--- src/rtl/chg_out_pkg.sv ---
package chg_out_pkg;
   localparam int PH_W = 3;
   localparam logic [PH_W-1:0] PH_PEND   = 3'd0;
   localparam logic [PH_W-1:0] PH_DISCH  = 3'd1;
   localparam logic [PH_W-1:0] PH_FAST   = 3'd2;
   localparam logic [PH_W-1:0] PH_TOPOFF = 3'd3;
   localparam logic [PH_W-1:0] PH_DONE   = 3'd4;
   localparam logic [PH_W-1:0] PH_ABSENT = 3'd5;
endpackage

--- src/rtl/chg_phase_timer.sv ---
module chg_phase_timer #(
   parameter int W = 16
) (
   input  logic         clk,
   input  logic         rst_n,
   input  logic         restart,
   input  logic         tick,
   input  logic [W-1:0] wrap,
   output logic [W-1:0] count_eff
);
   localparam logic [W-1:0] ONE = 1;
   logic [W-1:0] cnt;

   always_ff @(posedge clk or negedge rst_n) begin
      if (!rst_n)                cnt <= '0;
      else if (restart)          cnt <= '0;
      else if (tick) begin
         if (cnt >= wrap - ONE)  cnt <= '0;
         else                    cnt <= cnt + ONE;
      end
   end

   assign count_eff = restart ? '0 : cnt;

   AST_RESTART_ZERO: assert property (@(posedge clk) disable iff (!rst_n)
      restart |=> (cnt == '0));
   AST_CNT_BOUND: assert property (@(posedge clk) disable iff (!rst_n)
      !restart |-> (cnt < wrap));
endmodule

--- src/rtl/chg_led_pattern.sv ---
module chg_led_pattern
   import chg_out_pkg::*;
#(
   parameter int W        = 16,
   parameter int LONG_MS  = 1375,
   parameter int SHORT_MS = 125
) (
   input  logic [PH_W-1:0] phase,
   input  logic [W-1:0]    bcnt,
   input  logic            ovr_volt,
   input  logic            temp_ok,
   output logic            stat_led,
   output logic            temp_led
);
   localparam logic [W-1:0] LONG_C  = W'(LONG_MS);
   localparam logic [W-1:0] SHORT_C = W'(SHORT_MS);
   logic pat;

   always_comb begin
      case (phase)
         PH_PEND:   pat = (bcnt < LONG_C);
         PH_DISCH:  pat = (bcnt >= LONG_C);
         PH_FAST:   pat = 1'b0;
         PH_TOPOFF: pat = (bcnt >= SHORT_C);
         default:   pat = 1'b1;
      endcase
   end

   assign stat_led = pat | ovr_volt;
   assign temp_led = temp_ok | ovr_volt;
endmodule

--- src/rtl/chg_sw_drive.sv ---
module chg_sw_drive (
   input  logic clk,
   input  logic rst_n,
   input  logic gate_en,
   input  logic ext_reg,
   input  logic sns_lo,
   input  logic sns_hi,
   output logic chg_sw
);
   logic sw_q;

   always_ff @(posedge clk or negedge rst_n) begin
      if (!rst_n)                  sw_q <= 1'b0;
      else if (!gate_en || sns_hi) sw_q <= 1'b0;
      else if (sns_lo)             sw_q <= 1'b1;
   end

   assign chg_sw = ext_reg ? gate_en : (gate_en & sw_q);

   AST_SW_HI_OFF: assert property (@(posedge clk) disable iff (!rst_n)
      (gate_en && sns_hi) |=> !sw_q);
   AST_SW_LO_ON: assert property (@(posedge clk) disable iff (!rst_n)
      (gate_en && sns_lo && !sns_hi) |=> sw_q);
   AST_SW_HOLD: assert property (@(posedge clk) disable iff (!rst_n)
      (gate_en && !sns_lo && !sns_hi) |=> (sw_q == $past(sw_q)));
endmodule

--- src/rtl/chg_status_out.sv ---
module chg_status_out
   import chg_out_pkg::*;
#(
   parameter int LONG_MS    = 1375,
   parameter int SHORT_MS   = 125,
   parameter int TOP_ON_MS  = 4000,
   parameter int TOP_OFF_MS = 30000
) (
   input  logic       clk,
   input  logic       rst_n,
   input  logic       tick_ms,
   input  logic [2:0] phase,
   input  logic       ovr_volt,
   input  logic       temp_ok,
   input  logic       sns_lo,
   input  logic       sns_hi,
   input  logic       ext_reg,
   output logic       stat_led,
   output logic       temp_led,
   output logic       chg_sw
);
   localparam int BL_PER = LONG_MS + SHORT_MS;
   localparam int TO_PER = TOP_ON_MS + TOP_OFF_MS;
   localparam int MAXPER = (BL_PER > TO_PER) ? BL_PER : TO_PER;
   localparam int CNT_W  = $clog2(MAXPER + 1);

   generate
      if (SHORT_MS < 1 || LONG_MS <= SHORT_MS) begin : g_bad_blink
         $error("blink timing: need LONG_MS > SHORT_MS >= 1");
      end
      if (TOP_ON_MS < 1 || TOP_OFF_MS < 1) begin : g_bad_top
         $error("top-off window: both halves must be at least 1 ms");
      end
   endgenerate

   logic [PH_W-1:0]  phase_q;
   logic             restart;
   logic [CNT_W-1:0] blink_wrap, bcnt, tcnt;
   logic             gate_en;

   always_ff @(posedge clk or negedge rst_n) begin
      if (!rst_n) phase_q <= PH_PEND;
      else        phase_q <= phase;
   end

   assign restart    = (phase != phase_q);
   assign blink_wrap = (phase == PH_TOPOFF) ? CNT_W'(2 * SHORT_MS) : CNT_W'(BL_PER);

   chg_phase_timer #(.W(CNT_W)) u_blink (
      .clk(clk), .rst_n(rst_n), .restart(restart), .tick(tick_ms),
      .wrap(blink_wrap), .count_eff(bcnt));

   chg_phase_timer #(.W(CNT_W)) u_topwin (
      .clk(clk), .rst_n(rst_n), .restart(restart), .tick(tick_ms),
      .wrap(CNT_W'(TO_PER)), .count_eff(tcnt));

   assign gate_en = (phase == PH_FAST) ||
                    ((phase == PH_TOPOFF) && (tcnt < CNT_W'(TOP_ON_MS)));

   chg_led_pattern #(.W(CNT_W), .LONG_MS(LONG_MS), .SHORT_MS(SHORT_MS)) u_leds (
      .phase(phase), .bcnt(bcnt), .ovr_volt(ovr_volt), .temp_ok(temp_ok),
      .stat_led(stat_led), .temp_led(temp_led));

   chg_sw_drive u_sw (
      .clk(clk), .rst_n(rst_n), .gate_en(gate_en), .ext_reg(ext_reg),
      .sns_lo(sns_lo), .sns_hi(sns_hi), .chg_sw(chg_sw));

   AST_OVR_BOTH_HIGH: assert property (@(posedge clk) disable iff (!rst_n)
      ovr_volt |-> (stat_led && temp_led));
   AST_FAST_LOW: assert property (@(posedge clk) disable iff (!rst_n)
      ((phase == PH_FAST) && !ovr_volt) |-> !stat_led);
   AST_SW_IDLE_OFF: assert property (@(posedge clk) disable iff (!rst_n)
      ((phase != PH_FAST) && (phase != PH_TOPOFF)) |-> !chg_sw);
   AST_EXT_FAST_ON: assert property (@(posedge clk) disable iff (!rst_n)
      (ext_reg && (phase == PH_FAST)) |-> chg_sw);
endmodule

--- config.mk ---
export PLATFORM = sky130hd
export DESIGN_NAME = chg_status_out
export DESIGN_NICKNAME = d
export VERILOG_FILES = /design/src/rtl/chg_out_pkg.sv /design/src/rtl/chg_phase_timer.sv /design/src/rtl/chg_led_pattern.sv /design/src/rtl/chg_sw_drive.sv /design/src/rtl/chg_status_out.sv
export SDC_FILE = /design/constraint.sdc
export NUM_CORES = 1
export LEC_CHECK = 0
export ABC_CLOCK_PERIOD_IN_PS = 4000
export BUFFER_PORTS_ARGS = -buffer_cell sky130_fd_sc_hd__buf_4
export CORE_UTILIZATION = 63
export CTS_BUF_LIST = sky130_fd_sc_hd__clkbuf_16
export DETAILED_ROUTE_END_ITERATION = 6
export MAX_ROUTING_LAYER = met4
export PLACE_DENSITY = 0.89
export REMOVE_ABC_BUFFERS = 1
export SLEW_MARGIN = 10
export SYNTH_ARGS = -nofsm -noshare
export SYNTH_HDL_FRONTEND = slang
export SYNTH_HIERARCHICAL = 1
export SYNTH_SLANG_ARGS = --single-unit
--- constraint.sdc ---
create_clock -name clk -period 4 [get_ports clk]
set_input_delay 0.8 -clock clk [delete_from_list [all_inputs] [get_ports clk]]
set_output_delay 0.8 -clock clk [all_outputs]
set_load 0.02 [all_outputs]
==> impl_metrics.json <==
{
  "status": "completed",
  "core_um2": 5172,
  "wl_met2_um": 4241,
  "fin_skew_ns": 0.004558,
  "grt-ovfl-total": 0,
  "hold_ws_ns": 0.4742,
  "rsz0062_at_grt": "no",
  "syn2layout_area_growth_pct": 17.50,
  "synth_cells": 419,
  "nets": 558,
  "antenna-diode-count": 0,
  "max_cap_viol_count": 0,
  "critical_path.slowest_cell": "or4_1",
  "antenna_found_initial": 0,
  "drive_above_1_share": 0.08203,
  "dpl.hpwl_um": 6254,
  "pre_cts_ws_ns": 0.2743,
  "drt_iter0_drc": 225,
  "ys_warn_count": 6,
  "cts-htree-levels": 2,
  "clkLatencyLatePin_ns": 0.28,
  "tightest_slew_ns": 0.5853,
  "clockRootBuffer": "clkbuf_16",
  "synth.avg_cell_area_um2": 8.227,
  "path_depth": 9,
  "dieArea_um2": 5771,
  "fin_crit_sh": 0.9569,
  "finalHoldViolCount": 0,
  "max_freq_mhz": 261.3,
  "via_per_inst": 5.811,
  "slowest_delay_ns": 0.52,
  "numCtsBuffers": 5,
  "r2r_slack_ns": 1.38,
  "num_vias": 3382,
  "clk_pin_slew_worst_paths_ns": 0.06,
  "ios": 14,
  "vdd_drop_max_mv": 0.2122,
  "cts.sinks": 36,
  "p_leak_nw": 1.761,
  "crit_fanout": 17,
  "highest_layer": "met4",
  "setup_ws_ns": 0.1724,
  "met1_length_um": 3531,
  "die_w_um": 75.97,
  "slew_violations": 0,
  "initial_core_util": 0.6664,
  "r2r-end": "u_blink/cnt[10]",
  "cts_setup_buffers": 0,
  "dieHeight_um": 75.97,
  "cts_hold_buf": 0,
  "hp-class": "input port to async pin",
  "cellPowerDensity_nw_per_um2": 219.1,
  "crit_family": "simple AND/OR/NAND/NOR gates",
  "drcViolationCount": 0,
  "num_rows": 26,
  "cts_resized": 0,
  "setup-tns-final_ns": 0,
  "cp.arrival_ns": 3.03,
  "crit_type": "input port to output pin",
  "endpoint_kind": "output pin",
  "finalCriticalPeriod_ns": 3.828,
  "grt_pass1_wl_um": 14530,
  "maxSlewHeadroom": 0.6087,
  "r2r.worst_path.cells": 9,
  "cp.required_ns": 3.20,
  "port_buffers": 13,
  "track_usage": 0.3253,
  "routed_wirelength_um": 8675,
  "cts_buffer_depth": 2,
  "grt_pass1_vias": 3230,
  "crit_buf_inv": 2,
  "cp-startpoint": "phase[2]",
  "wl_per_cell_um": 14.91,
  "cts_tree": "done",
  "postRouteAntennaNets": 0,
  "start_kind": "input port",
  "r2r_start": "phase_q[2]",
  "syn_area_um2": 3447,
  "route.met3.wl_um": 717,
  "final-setup-viol-count": 0,
  "place.gp.congestion": 0.8933,
  "crit_chain": "buf_4, xnor2_1, nand3_1, nor2b_1, nand4bb_1, o211ai_1, or4_1, nand3_1, buf_4",
  "grt_max_degree": 37,
  "first_pass_iters": 6,
  "finalPower_mw": 0.8875
}
-- sequential cells by signal (all words and copies together) (netlist names) --
register / count
u_blink/cnt: 16
u_sw/sw_q: 1
phase_q: 3
u_topwin/cnt: 16
-- where the power goes --
group	total [mW]	internal (mW)	switching (mW)
Combinational	0.138	0.0518	0.0858
Sequential	0.370	0.367	0.00218
Clock	0.380	0.229	0.151
Total	0.887	0.648	0.239
-- per-layer routing --
| metal | vias to the layer above | track usage |
|---|---|---|
| met4 | 0 | 0.1135 |
| met1 | 1563 | 0.3938 |
| met5 | - | - |
| li1 | 1625 | - |
| met2 | 167 | 0.5436 |
| met3 | 27 | 0.06347 |
-- through the flow --
stage,std cells,cell area [um^2],utilization
finish,582,4050,0.7830
global route,582,4050,0.7830
CTS,582,4050,0.7830
detailed placement,574,3906,0.7552
global placement,574,3906,0.7552
floorplan,484,3669,-
-- area by class of cell --
class	count	area [um^2]
multi-input combinational	433	2711
sequential	36	900.9
clock buffer	5	125.1
inverter	15	56.30
clock inverter	3	18.77
timing repair buffer	20	150.1
fill	364	1122
tap	70	87.58
-- how the worst max path moves through the flow --
stage,end
after floorplan,u_blink/cnt[12]
after global placement,chg_sw
after detailed placement,stat_led
after CTS,stat_led
after global routing,stat_led
final,stat_led
-- cell usage in the layout, fill, tap and decap left out, drive strengths merged, types with 5 or more instances in the layout --
cell type	instances
nor2	30
xor2	7
nand4	16
inv	15
clkbuf	5
nand3	38
xnor2	24
nor2b	25
o21a	5
nor3	16
a21oi	31
nand3b	7
ha	36
nand2	39
o21ai	13
nor4	8
conb	78
dfrtp	36
buf	20
mux2i	13
No activity file was read; power rests on OpenSTA's default activity.
